==> config.mk <==
export PLATFORM = sky130hd
export DESIGN_NAME = mux_pport
export DESIGN_NICKNAME = d
export VERILOG_FILES = /design/src/rtl/mux_pport.sv
export SDC_FILE = /design/constraint.sdc
export NUM_CORES = 1
export LEC_CHECK = 0
export ABC_AREA = 1
export BUFFER_PORTS_ARGS = -buffer_cell sky130_fd_sc_hd__buf_2
export CORE_UTILIZATION = 45
export CTS_BUF_LIST = sky130_fd_sc_hd__clkbuf_8
export DETAILED_ROUTE_END_ITERATION = 8
export GPL_TIMING_DRIVEN = 0
export PLACE_DENSITY = 0.8
export SETUP_SLACK_MARGIN = 0.15
export SYNTH_ARGS = -nofsm -noshare
export SYNTH_HDL_FRONTEND = slang
export SYNTH_SLANG_ARGS = --single-unit
==> constraint.sdc <==
create_clock -name clk -period 1.1 [get_ports clk]
set_input_delay 0.22 -clock clk [delete_from_list [all_inputs] [get_ports clk]]
set_output_delay 0.22 -clock clk [all_outputs]
set_load 0.1 [all_outputs]
==> src/rtl/mux_pport.sv <==
module mux_pport #(
  parameter int ADDR_W        = 15,
  parameter int DATA_W        = 8,
  parameter int SYNC_STAGES   = 2,
  parameter int ACCESS_CYCLES = 3
) (
  input  logic                     clk,
  input  logic                     rst_n,
  input  logic                     bus_cs,
  input  logic                     bus_al,
  input  logic                     bus_rw,
  input  logic                     bus_en,
  input  logic [ADDR_W-DATA_W-1:0] bus_addr_hi,
  input  logic [DATA_W-1:0]        bus_ad_in,
  output logic [DATA_W-1:0]        bus_ad_out,
  output logic                     bus_ad_oe,
  output logic [ADDR_W-1:0]        reg_addr,
  output logic [DATA_W-1:0]        reg_wdata,
  output logic                     reg_wr,
  output logic                     reg_rd,
  input  logic [DATA_W-1:0]        reg_rdata,
  output logic                     proto_err
);

  localparam int IW = 4 + ADDR_W;
  localparam int CW = $clog2(ACCESS_CYCLES + 1);
  localparam logic [CW-1:0] CNT_LOAD = CW'(ACCESS_CYCLES);

  logic [SYNC_STAGES-1:0][IW-1:0] sr;
  logic [IW-1:0] cur, prev;

  always_ff @(posedge clk or negedge rst_n)
    if (!rst_n) begin
      sr   <= '0;
      prev <= '0;
    end else begin
      sr[0] <= {bus_cs, bus_al, bus_rw, bus_en, bus_addr_hi, bus_ad_in};
      for (int i = 1; i < SYNC_STAGES; i++) sr[i] <= sr[i-1];
      prev <= cur;
    end

  assign cur = sr[SYNC_STAGES-1];

  wire s_cs  = cur[IW-1];
  wire s_al  = cur[IW-2];
  wire s_rw  = cur[IW-3];
  wire s_en  = cur[IW-4];
  wire p_al  = prev[IW-2];
  wire p_rw  = prev[IW-3];
  wire p_en  = prev[IW-4];
  wire [ADDR_W-1:0] p_addr = prev[ADDR_W-1:0];

  wire al_fall  = p_al & ~s_al;
  wire en_rise  = ~p_en & s_en;
  wire en_fall  = p_en & ~s_en;
  wire conflict = s_cs & s_al & s_en;

  logic armed, rd_active;
  logic [CW-1:0] wait_cnt;
  logic [DATA_W-1:0] rdata_q;

  wire do_latch = al_fall & s_cs & ~s_en & ~p_en;
  wire do_write = en_fall & armed & ~p_rw & s_cs;
  wire do_read  = en_rise & s_cs & s_rw & ~conflict;

  always_ff @(posedge clk or negedge rst_n)
    if (!rst_n) begin
      armed     <= 1'b0;
      rd_active <= 1'b0;
      wait_cnt  <= '0;
      reg_addr  <= '0;
      reg_wdata <= '0;
      reg_wr    <= 1'b0;
      reg_rd    <= 1'b0;
      rdata_q   <= '0;
      proto_err <= 1'b0;
    end else begin
      proto_err <= conflict;
      reg_wr    <= do_write;
      reg_rd    <= do_read;

      if (!s_cs || !s_en || conflict) armed <= 1'b0;
      else if (en_rise)               armed <= 1'b1;

      if (!s_cs || !s_en || !s_rw || conflict) rd_active <= 1'b0;
      else if (do_read)                        rd_active <= 1'b1;

      if (do_read)             wait_cnt <= CNT_LOAD;
      else if (wait_cnt != '0) wait_cnt <= wait_cnt - 1'b1;

      if (do_latch) reg_addr  <= p_addr;
      if (do_write) reg_wdata <= p_addr[DATA_W-1:0];
      if (reg_rd)   rdata_q   <= reg_rdata;
    end

  assign bus_ad_out = rdata_q;
  assign bus_ad_oe  = rd_active & (wait_cnt == '0) & s_cs & s_rw & s_en;

  initial if (ACCESS_CYCLES < 1 || SYNC_STAGES < 1) $error("bad parameters");

  AST_WR_ONE_CYCLE:  assert property (@(posedge clk) disable iff (!rst_n) reg_wr |=> !reg_wr);
  AST_RD_ONE_CYCLE:  assert property (@(posedge clk) disable iff (!rst_n) reg_rd |=> !reg_rd);
  AST_STROBE_EXCL:   assert property (@(posedge clk) disable iff (!rst_n) !(reg_wr && reg_rd));
  AST_ACCESS_DELAY:  assert property (@(posedge clk) disable iff (!rst_n) reg_rd |=> !bus_ad_oe);
  AST_OE_NEEDS_EN:   assert property (@(posedge clk) disable iff (!rst_n) bus_ad_oe |-> armed);
  AST_DESEL_HOLD:    assert property (@(posedge clk) disable iff (!rst_n) !s_cs |=> $stable(reg_addr));
  AST_ERR_NO_WRITE:  assert property (@(posedge clk) disable iff (!rst_n) proto_err |=> !reg_wr);

endmodule

Word level (Yosys, flattened, before mapping):

Cells that the tools add are included.

* reductions and logical operators: 12
* div/mod/pow operators: 0
* order comparisons: 0
* multiplexer cells: 6
* bitwise gates (word level): 23
* eq/ne operators: 0
* add/sub/neg operators: 1
* shift-type cells: 0
* $mul: 0

Operator list (number)
* $and 1x1->1: 18
* $reduce_bool 2->1: 4
* $not 1->1: 5
* $logic_or 1x1->1: 4
* $mux 1: 4
* $mux 2: 2
* $logic_not 1->1: 3
* $logic_not 2->1: 1
* $sub 2x1->2 const B: 1

* RAM bits: 0
* memory bits (read-only): 0
* memories kept: 0
* register bits after elaboration: 94
* bits in latches: 0
* word-level logic and storage cells: 54

Logic depth before layout (Yosys ltp):

Gate-level depths: netlist (run 1).

* word-level depth: 7
* mapped depth: 6

Worst setup path after synthesis (run 1):

No wires, ideal clock.

* kind: register -> output
* start point: register wait_cnt[0]
* end point: output bus_ad_oe
* path buffers: 0
* data arrival time: 1938 ps
* required time: 880 ps
* cell stages (with the launch flop): 5
* slack: -1058 ps
* path through: dfrtp_1 -> inv_1 -> ha_1 -> nand3_1 -> nor2_1

* word-level cells in the longest chain between the ends: 5

RTL lines
* start: declaration: RTL line 59 `logic [CW-1:0] wait_cnt;`
* start signal: assignment: RTL line 89 `else if (wait_cnt != '0) wait_cnt <= wait_cnt - 1'b1;`
* $logic_not 2->1: RTL line 97 `assign bus_ad_oe = rd_active & (wait_cnt == '0) & s_cs & s_rw & s_en;`
* $and 1x1->1 (4 in series): RTL line 97
* end: declaration: RTL line 16 `output logic bus_ad_oe,`

Every way passes these cells.

Final worst setup path (run 1):

Ends and elaborated chain as after synthesis.

==> results of run 1 <==
==> stage by stage <==
stage	instance area, um2	setup WS (ps)	hold WS [ps]	instances	util
2_1_floorplan	3070	-324	-75.6	206	-
3_3_place_gp	3480	-1200	327	346	0.549
3_5_place_dp	3510	-402	139	347	0.553
4_1_cts	4500	-475	-250	393	0.709
5_1_grt	4750	-490	-235	409	0.748
6_report	4750	-444	-247	409	0.748
==> layer usage <==
layer  global-route usage  vias to the layer above
met2                0.303                       80
li1                     -                      916
met3               0.0328                       10
met1                0.221                      981
met4                0.110                        0
met5                    0                        -
==> kinds of logic (layout without fill, tap and decap cells) <==
kind of cell,after synthesis,count (layout),share of synthesized area
flip-flops,94,94,0.795
buffers and inverters,13,136,0.0220
adder cells (fa/ha/maj),1,1,0.00423
AND/OR/NAND/NOR,87,90,0.142
AO/OA/AOI/OAI,2,2,0.00423
multiplexers,8,8,0.0304
XOR/XNOR,1,1,0.00296
==> power breakdown <==
part	internal (W)	leakage [nW]	total (W)	switching, W
sequential	0.00385	1.09	0.00417	0.000319
clock	0.00120	0.110	0.00237	0.00117
combinational	0.00139	1.02	0.00351	0.00212
total	0.00643	2.23	0.0100	0.00361
==> critical path: stages (launching register included) <==
cell and delay [ps]:
dfrtp_1 400, inv_2 80, ha_4 150, nand3_4 70
nor2_4 110, buf_12 180
==> layout by cell type (no fill, tap or decap), types with 3 or more instances in the layout <==
master / synthesis / layout
dlygate4sd3_1: 0 / 19
nand2_1: 53 / 33
nand4_1: 15 / 15
buf_12: 0 / 34
nor2_4: 2 / 6
buf_2: 3 / 28
nand3_1: 10 / 9
nand2_2: 1 / 20
dfrtp_2: 0 / 35
clkinv_4: 0 / 3
buf_4: 1 / 20
buf_6: 1 / 10
mux2_4: 0 / 8
inv_2: 1 / 5
clkbuf_8: 0 / 11
dfrtp_1: 94 / 58
==> cell usage after synthesis, drive strengths merged <==
cell type / instances
dfrtp: 94
clkinv: 1
ha: 1
mux2: 8
o21ai: 1
nand2: 54
nand3: 12
nor2: 6
o21a: 1
inv: 7
buf: 5
nand4: 15
xor2: 1
==> area by class of cell <==
cell class | instances | area share
Buffer | 5 | 0.0124
Clock buffer | 11 | 0.0319
Clock inverter | 5 | 0.0137
Inverter | 8 | 0.00712
Multi-Input combinational cell | 102 | 0.147
Sequential cell | 94 | 0.506
Tap cell | 77 | 0.0203
Timing Repair Buffer | 107 | 0.262
==> worst max-delay path by stage <==
stage / endpoint / slack (ps) / cells after the start
finish: bus_ad_oe / -440 / 5
detailed placement: bus_ad_oe / -400 / 5
global route: bus_ad_oe / -490 / 5
floorplan: bus_ad_oe / -320 / 4
global placement: reg_rd$_DFF_PN0_ / -1200 / 1
CTS: bus_ad_oe / -480 / 5
==> flip-flops by register name, indices dropped and copies added, names as in the netlist <==
signal      count
prev           18
wait_cnt        2
reg_wr          1
bus_ad_out      8
sr             19
reg_wdata       8
armed           1
proto_err       1
cur            19
rd_active       1
reg_rd          1
reg_addr       15
==> repair_timing <==
| action | in CTS | in global routing |
|---|---|---|
| setup endpoints to repair | 73 | 72 |
| gates resized for setup | 145 | 32 |
| setup buffers | 8 | 15 |
| cloned | 3 | 1 |
| pin swaps | 8 | 6 |
| hold endpoints to repair | 42 | 23 |
==> impl_metrics.tcl, run 1 <==
set metrics [dict create \
    synth.area.top_cells "dfrtp_1 79%, nand2_1 6.7%, nand4_1 3.2%, mux2_2 3.0%, nand3_1 1.7%" \
    start_util 0.466 \
    path_clk_slew_ps 90 \
    synth_area_leader_cell "dfrtp_1" \
    gp_congestion 0.747 \
    cts_root_buf "clkbuf_8" \
    synth_seq_cells 94 \
    arrival_ps 1320 \
    grt_max_degree 72 \
    wl_met1_um 2380 \
    crit_start "wait_cnt[0]$_DFFE_PN0P_" \
    required_ps 880 \
    multi_input_area_um2 699 \
    place_hpwl_um 3220 \
    tightest_slew_ps 341 \
    cts.sinks 94 \
    n_antenna_cell 0 \
    synth_area_um2 2960 \
    vias 1987 \
    status "finished with violations" \
    drt_iter0_markers 140 \
    max_slew_margin 0.773 \
    nNetsFinal 357 \
    rsz0062_at_grt "yes" \
    syn-num-nets 236 \
    ctsHoldBuffers 19 \
    wl_met2_um 3440 \
    grt_pass1_vias 2064 \
    post-route-period-util 1.40 \
    fmax_ghz 0.648 \
    yosys_warnings 0 \
    avgViaCountPerCell 4.86 \
    wl_um 6200 \
    fp-row-count 29 \
    die_area_um2 6910 \
    numCtsBuffers 9 \
    htreeDepth 3 \
    hp-class "primary input to async pin" \
    seqCellArea_um2 2400 \
    synthCells 206 \
    ant_nets 0 \
    cts_buffer_depth 2 \
    antenna_found_initial 0 \
    cp_max_fo 2 \
    core_area_um2 6350 \
    io_pins 64 \
    grt_overflow 0 \
    drive_above_1_share 0.581 \
    powerDensity_nw_per_um2 2120 \
    yosysUniqueCellTypes 21 \
    finalHoldViolCount 23 \
    reg2reg_setup_slack_ps -130 \
    drv_cap 0 \
    dr.pass1.iters 4 \
    setup_slack_ps -444 \
    worstSetupStartpointType "flop" \
    fillerInstances 372 \
    die_w_um 83.1 \
    violations "hold timing, setup timing" \
    total_power_w 0.0100 \
    cts_tree "built" \
    grt_util_all_layers 0.182 \
    layout_min_cycle_time_ps 1540 \
    skew_ps 8.85 \
    port_buffers 63 \
    worstSetupPathType "flop to output pin" \
    area.growth.synth_to_final_pct 60.4 \
    wl_met3_um 237 \
    critPathCaptureType "output pin" \
    fin_setup_tns_ps -5020 \
    grt_pass1_wl_um 9600 \
    synth_top_area_frac 0.795 \
    wl_per_cell_um 15.2 \
    dieHeight_um 83.1 \
    top_layer_used "met4" \
    reg2reg_depth 6 \
    clk_latency_ps 350 \
    r2r-end "reg_addr[5]$_DFFE_PN0P_" \
    timing.hold.ws_ps -247 \
    power_leakage_nw 2.23 \
    ys_seq_area_frac 0.795 \
    slew_violations 0 \
    synth_area_per_cell_um2 14.4 \
    drc_errors 0 \
    r2r_start "cur[15]$_DFF_PN0_" \
    setup_violations 64 \
    ir_worst_vdd_v 0.00141 \
]
No activity file was read; power rests on OpenSTA's default activity.
==> run 2, diff against run 1 <==
--- a/config.mk
+++ b/config.mk
@@ -17,2 +17,3 @@
 export SYNTH_HDL_FRONTEND = slang
 export SYNTH_SLANG_ARGS = --single-unit
+export TNS_END_PERCENT = 1
==> constraint.sdc (replaced) <==
create_clock -name clk -period 1.1 [get_ports clk]
set_input_delay 0.22 -clock clk [delete_from_list [all_inputs] [get_ports clk]]
set_output_delay 0.22 -clock clk [all_outputs]
set_load 0.01 [all_outputs]
==> impl_metrics.tcl, run 2 (synthesis results as in run 1) <==
set metrics [dict create \
    status "finished with violations" \
    violations "setup timing" \
    whs_path_depth 2 \
    antenna_found_initial 0 \
    fmax_ghz 0.685 \
    grt_util_all_layers 0.163 \
    cp_slowest_cell "dfrtp_1" \
    port_buffers 63 \
    drv_cap 0 \
    final_common_cell "dfrtp_1" \
    rsz0062_at_grt "yes" \
    core_area_um2 6350 \
    grt_pass1_wl_um 8740 \
    cp_max_fo 3 \
    place_hpwl_um 3240 \
    die_area_um2 6910 \
    multi_input_area_um2 576 \
    slew_violations 0 \
    io_pins 64 \
    reg2reg_depth 5 \
    numCtsBuffers 9 \
    r2r_start "cur[15]$_DFF_PN0_" \
    final_cell_mix "93 x dfrtp_1, 62 x buf_2, 52 x nand2_1" \
    grt_pass1_vias 1898 \
    seqCellArea_um2 2350 \
    drive_above_1_share 0.365 \
    skew_ps 4.71 \
    die_w_um 83.1 \
    reg2reg_setup_slack_ps -70 \
    drt_iter0_markers 142 \
    min_to "bus_ad_out[1]$_DFFE_PN0P_" \
    cts_root_buf "clkbuf_8" \
    gp_congestion 0.763 \
    ant_nets 0 \
    nNetsFinal 332 \
    final_util 0.608 \
    grt_overflow 0 \
    path_clk_slew_ps 90 \
    setup_slack_ps -360 \
    post-route-period-util 1.33 \
    fp-row-count 29 \
    powerDensity_nw_per_um2 1840 \
    n_antenna_cell 0 \
    layout_min_cycle_time_ps 1460 \
    drc_errors 0 \
    worstSetupStartpointType "flop" \
    max_slew_margin 0.751 \
    arrival_ps 1240 \
    path_buf_inv 2 \
    cts_buffer_depth 2 \
    crit_chain "inv_2, ha_4, nand3_2, nor2_2, buf_2" \
    required_ps 880 \
    vias 1783 \
    hp-class "primary input to flop" \
    htreeDepth 3 \
    critPathCaptureType "output pin" \
    wl_per_cell_um 12.6 \
    grt_max_degree 78 \
    tightest_slew_ps 373 \
    cp_top_family "flip-flops" \
    r2r-end "reg_addr[12]$_DFFE_PN0P_" \
    avgViaCountPerCell 4.64 \
    ir_worst_vdd_v 0.00133 \
    cts_tree "built" \
    timing.hold.ws_ps 96.5 \
    finalHoldViolCount 0 \
    dieHeight_um 83.1 \
    cpPeakStageDelay_ps 400 \
    fillerInstances 510 \
    wl_um 4820 \
    setup_violations 18 \
    start_util 0.466 \
    power_leakage_nw 1.98 \
    worstSetupPathType "flop to output pin" \
    dr.pass1.iters 4 \
    cts.sinks 94 \
    min-delay-start "reg_rdata[1]" \
    clk_latency_ps 350 \
    area.growth.synth_to_final_pct 30.5 \
]
==> run 2: repair_timing <==
action,4_1_cts,5_1_grt
setup endpoints to repair,72,149
setup buffers,1,0
hold endpoints to repair,36,0
pin swaps,9,2
hold buffers,20,0
resized for setup,12,5
==> run 2: layer usage <==
metal / routed length (um) / share of wire / global-route usage
met5: 0 / 0 / 0
met4: 93 / 0.019 / 0.0658
met3: 254 / 0.053 / 0.0577
met2: 2300 / 0.48 / 0.245
met1: 2180 / 0.45 / 0.219
==> run 2: stage by stage <==
stage          TNS, ps  worst slack [ps]  instance area (um2)  std cells  power [W]
6_report         -1060              -360                 3860        384    0.00712
5_1_grt          -3900              -433                 3860        384    0.00753
4_1_cts          -1700              -386                 3840        384    0.00719
3_5_place_dp     -1490              -120                 3410        347    0.00491
3_3_place_gp    -90520             -1120                 3380        346    0.00484
2_1_floorplan        0              48.1                 2960        206    0.00447
==> run 2: cell type report <==
type                            count  share of cell area
Buffer                              5              0.0104
Timing Repair Buffer               85               0.148
Clock inverter                      6              0.0136
Tap cell                           77              0.0249
Inverter                            8             0.00875
Sequential cell                    94               0.609
Clock buffer                       10              0.0356
Multi-Input combinational cell     99               0.149
==> run 2: worst max-delay path by stage <==
stage                            startpoint                       end  depth (start not counted)
floorplan                 cur[15]$_DFF_PN0_  reg_addr[10]$_DFFE_PN0P_                          5
global placement                      rst_n         cur[15]$_DFF_PN0_                          1
detailed placement        cur[18]$_DFF_PN0_  reg_wdata[1]$_DFFE_PN0P_                          5
CTS                 wait_cnt[0]$_DFFE_PN0P_                 bus_ad_oe                          5
global route        wait_cnt[0]$_DFFE_PN0P_                 bus_ad_oe                          5
finish              wait_cnt[0]$_DFFE_PN0P_                 bus_ad_oe                          5
==> run 2: power by group <==
part           switching [W]  total, W  internal [W]
sequential          0.000183   0.00399       0.00381
clock                0.00121   0.00212      0.000918
combinational       0.000514   0.00101      0.000493
total                0.00190   0.00712       0.00522
